File: src/rtl/dec_err_pkg.sv
`timescale 1ns/1ps
package dec_err_pkg;
  localparam logic [1:0] RESP_DECERR = 2'b11;
  typedef enum logic {RD_IDLE, RD_BURST} rd_state_e;
endpackage

File: src/rtl/dec_err_rd.sv
`timescale 1ns/1ps
module dec_err_rd import dec_err_pkg::*; #(
  parameter int ID_W   = 4,
  parameter int LEN_W  = 8,
  parameter int DATA_W = 32,
  parameter bit LITE   = 1'b0
) (
  input  logic              clk,
  input  logic              rst_n,
  input  logic              arvalid,
  output logic              arready,
  input  logic [ID_W-1:0]   arid,
  input  logic [LEN_W-1:0]  arlen,
  output logic              rvalid,
  input  logic              rready,
  output logic [ID_W-1:0]   rid,
  output logic [DATA_W-1:0] rdata,
  output logic [1:0]        rresp,
  output logic              rlast
);
  rd_state_e        state_q;
  logic [LEN_W-1:0] left_q;
  logic [ID_W-1:0]  id_q;
  logic [LEN_W-1:0] eff_len;
  logic             ar_hs, r_hs;

  // Lite bus: length field carries no meaning, every burst is one beat.
  generate
    if (LITE) begin : g_lite
      assign eff_len = '0;
    end else begin : g_full
      assign eff_len = arlen;
    end
  endgenerate

  assign arready = (state_q == RD_IDLE);
  assign rvalid  = (state_q == RD_BURST);
  assign ar_hs   = arvalid && arready;
  assign r_hs    = rvalid && rready;

  always_ff @(posedge clk or negedge rst_n) begin
    if (!rst_n) begin
      state_q <= RD_IDLE;
      left_q  <= '0;
      id_q    <= '0;
    end else begin
      if (ar_hs) begin
        state_q <= RD_BURST;
        left_q  <= eff_len;
        id_q    <= arid;
      end else if (r_hs) begin
        if (left_q == '0) state_q <= RD_IDLE;
        else              left_q  <= left_q - 1'b1;
      end
    end
  end

  assign rid   = id_q;
  assign rdata = '0;
  assign rresp = RESP_DECERR;
  assign rlast = rvalid && (left_q == '0);
endmodule

File: src/rtl/dec_err_wr.sv
`timescale 1ns/1ps
module dec_err_wr import dec_err_pkg::*; #(
  parameter int ID_W = 4
) (
  input  logic            clk,
  input  logic            rst_n,
  input  logic            awvalid,
  output logic            awready,
  input  logic [ID_W-1:0] awid,
  input  logic            wvalid,
  output logic            wready,
  input  logic            wlast,
  output logic            bvalid,
  input  logic            bready,
  output logic [ID_W-1:0] bid,
  output logic [1:0]      bresp
);
  logic            aw_held_q;
  logic            wl_held_q;
  logic [ID_W-1:0] id_q;
  logic            aw_hs, wl_hs, b_hs;

  assign awready = !aw_held_q;
  assign wready  = !wl_held_q;
  assign bvalid  = aw_held_q && wl_held_q;
  assign aw_hs   = awvalid && awready;
  assign wl_hs   = wvalid && wready && wlast;
  assign b_hs    = bvalid && bready;

  always_ff @(posedge clk or negedge rst_n) begin
    if (!rst_n) begin
      aw_held_q <= 1'b0;
      wl_held_q <= 1'b0;
      id_q      <= '0;
    end else if (b_hs) begin
      aw_held_q <= 1'b0;
      wl_held_q <= 1'b0;
    end else begin
      if (aw_hs) begin
        aw_held_q <= 1'b1;
        id_q      <= awid;
      end
      if (wl_hs) wl_held_q <= 1'b1;
    end
  end

  assign bid   = id_q;
  assign bresp = RESP_DECERR;
endmodule

File: src/rtl/dec_err_target.sv
`timescale 1ns/1ps
module dec_err_target #(
  parameter int ID_W   = 4,
  parameter int LEN_W  = 8,
  parameter int DATA_W = 32,
  parameter bit LITE   = 1'b0
) (
  input  logic              clk,
  input  logic              rst_n,
  input  logic              s_arvalid,
  output logic              s_arready,
  input  logic [ID_W-1:0]   s_arid,
  input  logic [LEN_W-1:0]  s_arlen,
  output logic              s_rvalid,
  input  logic              s_rready,
  output logic [ID_W-1:0]   s_rid,
  output logic [DATA_W-1:0] s_rdata,
  output logic [1:0]        s_rresp,
  output logic              s_rlast,
  input  logic              s_awvalid,
  output logic              s_awready,
  input  logic [ID_W-1:0]   s_awid,
  input  logic              s_wvalid,
  output logic              s_wready,
  input  logic              s_wlast,
  output logic              s_bvalid,
  input  logic              s_bready,
  output logic [ID_W-1:0]   s_bid,
  output logic [1:0]        s_bresp
);
  dec_err_rd #(.ID_W(ID_W), .LEN_W(LEN_W), .DATA_W(DATA_W), .LITE(LITE)) u_rd (
    .clk(clk), .rst_n(rst_n),
    .arvalid(s_arvalid), .arready(s_arready), .arid(s_arid), .arlen(s_arlen),
    .rvalid(s_rvalid), .rready(s_rready), .rid(s_rid), .rdata(s_rdata),
    .rresp(s_rresp), .rlast(s_rlast)
  );

  dec_err_wr #(.ID_W(ID_W)) u_wr (
    .clk(clk), .rst_n(rst_n),
    .awvalid(s_awvalid), .awready(s_awready), .awid(s_awid),
    .wvalid(s_wvalid), .wready(s_wready), .wlast(s_wlast),
    .bvalid(s_bvalid), .bready(s_bready), .bid(s_bid), .bresp(s_bresp)
  );
endmodule

File: config.mk
export PLATFORM = sky130hd
export DESIGN_NAME = dec_err_target
export DESIGN_NICKNAME = d
export VERILOG_FILES = /design/src/rtl/dec_err_pkg.sv /design/src/rtl/dec_err_rd.sv /design/src/rtl/dec_err_wr.sv /design/src/rtl/dec_err_target.sv
export SDC_FILE = /design/constraint.sdc
export NUM_CORES = 1
export LEC_CHECK = 0
export BUFFER_PORTS_ARGS = -buffer_cell sky130_fd_sc_hd__buf_2
export CAP_MARGIN = 20
export CORE_UTILIZATION = 46
export CTS_CLUSTER_SIZE = 30
export DETAILED_ROUTE_END_ITERATION = 12
export PLACE_DENSITY = 0.85
export SYNTH_ARGS = -nofsm -noshare
export SYNTH_HDL_FRONTEND = slang
export SYNTH_SLANG_ARGS = --single-unit
File: constraint.sdc
create_clock -name clk -period 3.4 [get_ports clk]
set_input_delay 0.34 -clock clk [delete_from_list [all_inputs] [get_ports clk]]
set_output_delay 0.34 -clock clk [all_outputs]
set_load 0.03 [all_outputs]
Yosys cells after proc, flatten, opt, wreduce, memory -nomap -nowiden
Cells that the tools add are included.
- register bits: 19
- output and inout port bits: 50
- equal/unequal tests: 1
- add/subtract/negate cells: 1
- reduce and logical (&&, ||, !) cells: 18
- multiplexer cells: 10
- bitwise logic cells: 2
- operator list (operator ; count):
    $mux W8 ; 3
    $logic_and A1 B1 Y1 ; 8
    $logic_not A8 Y1 ; 1
    $reduce_bool A2 Y1 ; 4
    $sub A8 B1 Y8 const B ; 1
    $mux W1 ; 7
    $reduce_and A2 Y1 ; 3
    $logic_not A1 Y1 ; 2
    $ne A2 B1 Y1 const B ; 1
    $not A1 Y1 ; 2

Longest topological paths before layout
- depth after elaboration: 5
- mapped depth: 7
- depth with buffers taken out: 6

Hierarchy
A second synthesis with hierarchy kept.
- cells, all modules: 135
- area total of the unflattened synthesis: 1253.7 um2
- modules (own cells, without submodules) (module ; cells each ; instances ; area each (um2)):
    dec_err_rd ; 114 ; 1 ; 977.2
    dec_err_wr ; 21 ; 1 ; 276.5

Worst setup path before layout
Ideal clock, no wire load.
- path type: reg-to-output
- from: register u_rd.left_q[0]
- to: output s_rlast
- data arrival time: 1.762 ns
- setup slack: 1.298 ns
- cell stages (with the launch flop): 5
- buffers on the path: 0
- cells stage by stage: dfrtp_1 -> inv_1 -> ha_1 -> or3b_2 -> nor3_1
- cells in the longest elaborated chain, start to end: 2
- RTL lines (what ; RTL line ; source):
    start, declared ; dec_err_rd.sv:22 ; logic [LEN_W-1:0] left_q;
    start signal, assigned ; dec_err_rd.sv:49 ; left_q <= eff_len;
    start signal, assigned ; dec_err_rd.sv:53 ; else left_q <= left_q - 1'b1;
    $logic_not A8 Y1 ; dec_err_rd.sv:61 ; assign rlast = rvalid && (left_q == '0);
    $logic_and A1 B1 Y1 ; dec_err_rd.sv:61 ;
    end, declared ; dec_err_target.sv:19 ; output logic s_rlast,
Every way passes these cells.

Final worst setup path
Ends and elaborated chain as after synthesis.

==> results.cfg <==
[run_status]
status = complete, no violations

[route]
drtIter0Drc = 14
drc = 0
wirelength_microns = 1990
wl_per_cell_microns = 9.89
dr.pass1.iters = 4
drt-vias-per-instance = 4.56
ant_nets = 0
vias = 916

[setup_path]
crit_arrival_ps = 1840
cp.required_ps = 3060
cp_top_family = simple AND/OR/NAND/NOR gates
critical_path_buf_inv_count = 2
path_class = reg -> out
worst_path_max_delay_cell = or3b_2
end_kind = primary output
max_stage_delay_ps = 510
worst_setup_path_start_kind = register
crit_chain = inv_1 -> ha_1 -> or3b_2 -> nor3_1 -> buf_2
crit_fanout = 5

[placed_design]
port_buffers = 37
placed_cell_area_sq_mm = 0.00127
hpwl_microns = 1540
globalplace.congestion = 0.729

[timing]
hold_violations = 0
setup-violations-final = 0
timing.hold.ws_ps = 232
fin_crit_sh_pct = 64.1
slew_violations = 0
worst_slew_pin_slew_ps = 674
slew_headroom_pct = 55.0
rsz0062_at_grt = no
fmax_ghz = 0.459
tns_ps = 0
finalCriticalPeriod_ps = 2180
skew_ps = 7.55

[synth]
syn_avg_cell_area_sq_um = 9.01
yosys_warnings = 0
ys_seq_area_share_pct = 39.4
synth_cells = 134
yosysUniqueCellTypes = 31
synthesis.area_sq_mm = 0.00121
synth.ff_latch_count = 19

[global_routing]
grt_overflow_total = 0
gr-usage-all-layers_pct = 15.2
grt_pass1_vias = 722
grt_max_degree = 20
antenna_found_initial = 0
grt_pass1_wl_microns = 3020

[floorplan]
ios = 74
row_count = 18
core_sq_mm = 0.00248
chipWidth_microns = 53.2
initial_core_util_pct = 48.7
die_h_microns = 53.2
die_area_sq_mm = 0.00283

[final_layout]
final_area_sq_mm = 0.00131
num_antenna_cells = 0
post_route_cells_drive_above_1_share_pct = 28.1
area_growth_pct = 8.08
final_net_count = 198

[power_and_ir_drop]
irDropWorstVdd_mv = 0.446
leakage_uw = 0.000683
power_density_mw_per_mm2 = 871

[clocking]
cts.sinks = 19
clockBufferDepth = 2
cts.repair.resized = 0
postCtsSetupRepairBufs = 0
cts_buffers = 3
hold_buffers = 1
h-tree-depth = 1
cts_tree = yes
cts-root-buf = clkbuf_4
cts.clk_slew.worst_paths_ps = 110
insertion_delay_ps = 280

[worst_hold_path]
hold_path.class = in -> reg

[run]
drv_cap = 0
==> cells by family after synthesis <==
kind of cell	share of synthesized area (%)
muxes	3.73
xor gates and xnor gates	1.45
other	0.622
DFF	39.4
buffers and inverters	25.8
adders and majority gates	2.07
and+or+nand+nor	17.1
AOI/OAI and AO/OA	9.84
==> layer usage <==
layer / part of all wire [%] / global-route usage [%] / vias to the layer above
met5: 0 / 0 / -
li1: - / - / 451
met1: 41 / 17.1 / 409
met4: 1.4 / 8.77 / 0
met2: 49 / 26.3 / 54
met3: 8.5 / 2.87 / 2
==> placed cells by master, fill, tap and decap left out <==
cell            n
nand3b_1        1
clkbuf_1        1
nand2_1        18
conb_1         36
nor3_1          2
o211ai_2        1
o21ai_1         3
xor2_1          1
or4b_2          1
nand3_1         3
buf_2          37
clkbuf_4        3
a31oi_1         4
o211ai_1        2
mux2_2          4
or4b_1          1
a21oi_1         3
o41ai_1         2
nor2_1          9
o2111ai_1       1
inv_1           6
dlygate4sd3_1   1
or4_4           1
xnor2_1         1
nor3b_1         1
or3b_2          1
or3_1           2
ha_1            2
nor2b_1         2
o21ai_0         2
dfrtp_1        19
==> where the power goes <==
part	internal, uW	switching [uW]	leakage, uW
sequential	339	92.6	0.000222
clock	45.4	62.8	0.0000150
combinational	195	402	0.000446
total	580	557	0.000683
==> Yosys cell counts <==
| library cell | number | area (sq um) |
|---|---|---|
| a31oi_1 | 4 | 25.0 |
| inv_1 | 6 | 22.5 |
| or4_4 | 1 | 11.3 |
| buf_4 | 36 | 270 |
| o211ai_1 | 2 | 15.0 |
| or4b_2 | 1 | 10.0 |
| dfrtp_1 | 19 | 475 |
| a21oi_1 | 3 | 15.0 |
| nor2_1 | 9 | 33.8 |
| nand2_1 | 18 | 67.6 |
| or3_1 | 2 | 12.5 |
| or4b_1 | 1 | 10.0 |
| mux2_2 | 4 | 45.0 |
| nand3_1 | 3 | 15.0 |
| o41ai_1 | 2 | 17.5 |
| o211ai_2 | 1 | 12.5 |
| o21ai_1 | 3 | 15.0 |
| nor2b_1 | 2 | 12.5 |
| ha_1 | 2 | 25.0 |
| buf_6 | 1 | 11.3 |
| conb_1 | 2 | 7.51 |
| clkbuf_1 | 1 | 3.75 |
| xnor2_1 | 1 | 8.76 |
| xor2_1 | 1 | 8.76 |
| nor3b_1 | 1 | 7.51 |
| o2111ai_1 | 1 | 8.76 |
| buf_1 | 1 | 3.75 |
| o21ai_0 | 2 | 10.0 |
| nor3_1 | 2 | 10.0 |
| or3b_2 | 1 | 8.76 |
| nand3b_1 | 1 | 7.51 |
==> final timing paths <==
check / from / cells past startpoint / endpoint / slack, ps
setup / recovery: u_rd.left_q[0]$_DFFE_PN0P_ / 5 / s_rlast / 1220
hold / removal: s_bready / 2 / u_wr.wl_held_q$_DFFE_PN0P_ / 230
setup reg to reg: u_rd.left_q[0]$_DFFE_PN0P_ / 6 / u_rd.left_q[3]$_DFFE_PN0P_ / 1340
hold reg to reg: u_rd.rid[1]$_DFFE_PN0P_ / 2 / u_rd.rid[1]$_DFFE_PN0P_ / 480
max in group asynchronous: rst_n / 2 / u_rd.rid[1]$_DFFE_PN0P_ / 2600
min in group asynchronous: rst_n / 2 / u_wr.wl_held_q$_DFFE_PN0P_ / 500
==> registers in the layout (all words and copies together), names as in the netlist <==
name            cells
u_rd.rid            4
u_wr.bid            4
u_rd.left_q         8
u_rd.rvalid         1
u_wr.wl_held_q      1
u_wr.aw_held_q      1
==> area by class of cell <==
cell class	count	area, sq um
fill	239	1170
multi-input combinational	104	548
sequential	19	475
timing repair buffer	38	195
tap	30	37.5
clock buffer	4	26.3
inverter	6	22.5
==> per-stage QoR <==
step / std cells / setup WS (ps) / utilization, % / total power [uW]
5_1_grt: 201 / 1140 / 52.7 / 1240
3_3_place_gp: 196 / 1450 / 51.2 / 1010
4_1_cts: 201 / 1230 / 52.7 / 1150
3_5_place_dp: 196 / 1400 / 51.2 / 1030
2_1_floorplan: 168 / 1300 / - / 915
6_report: 201 / 1220 / 52.7 / 1140
(Power assumes the default switching activity.)
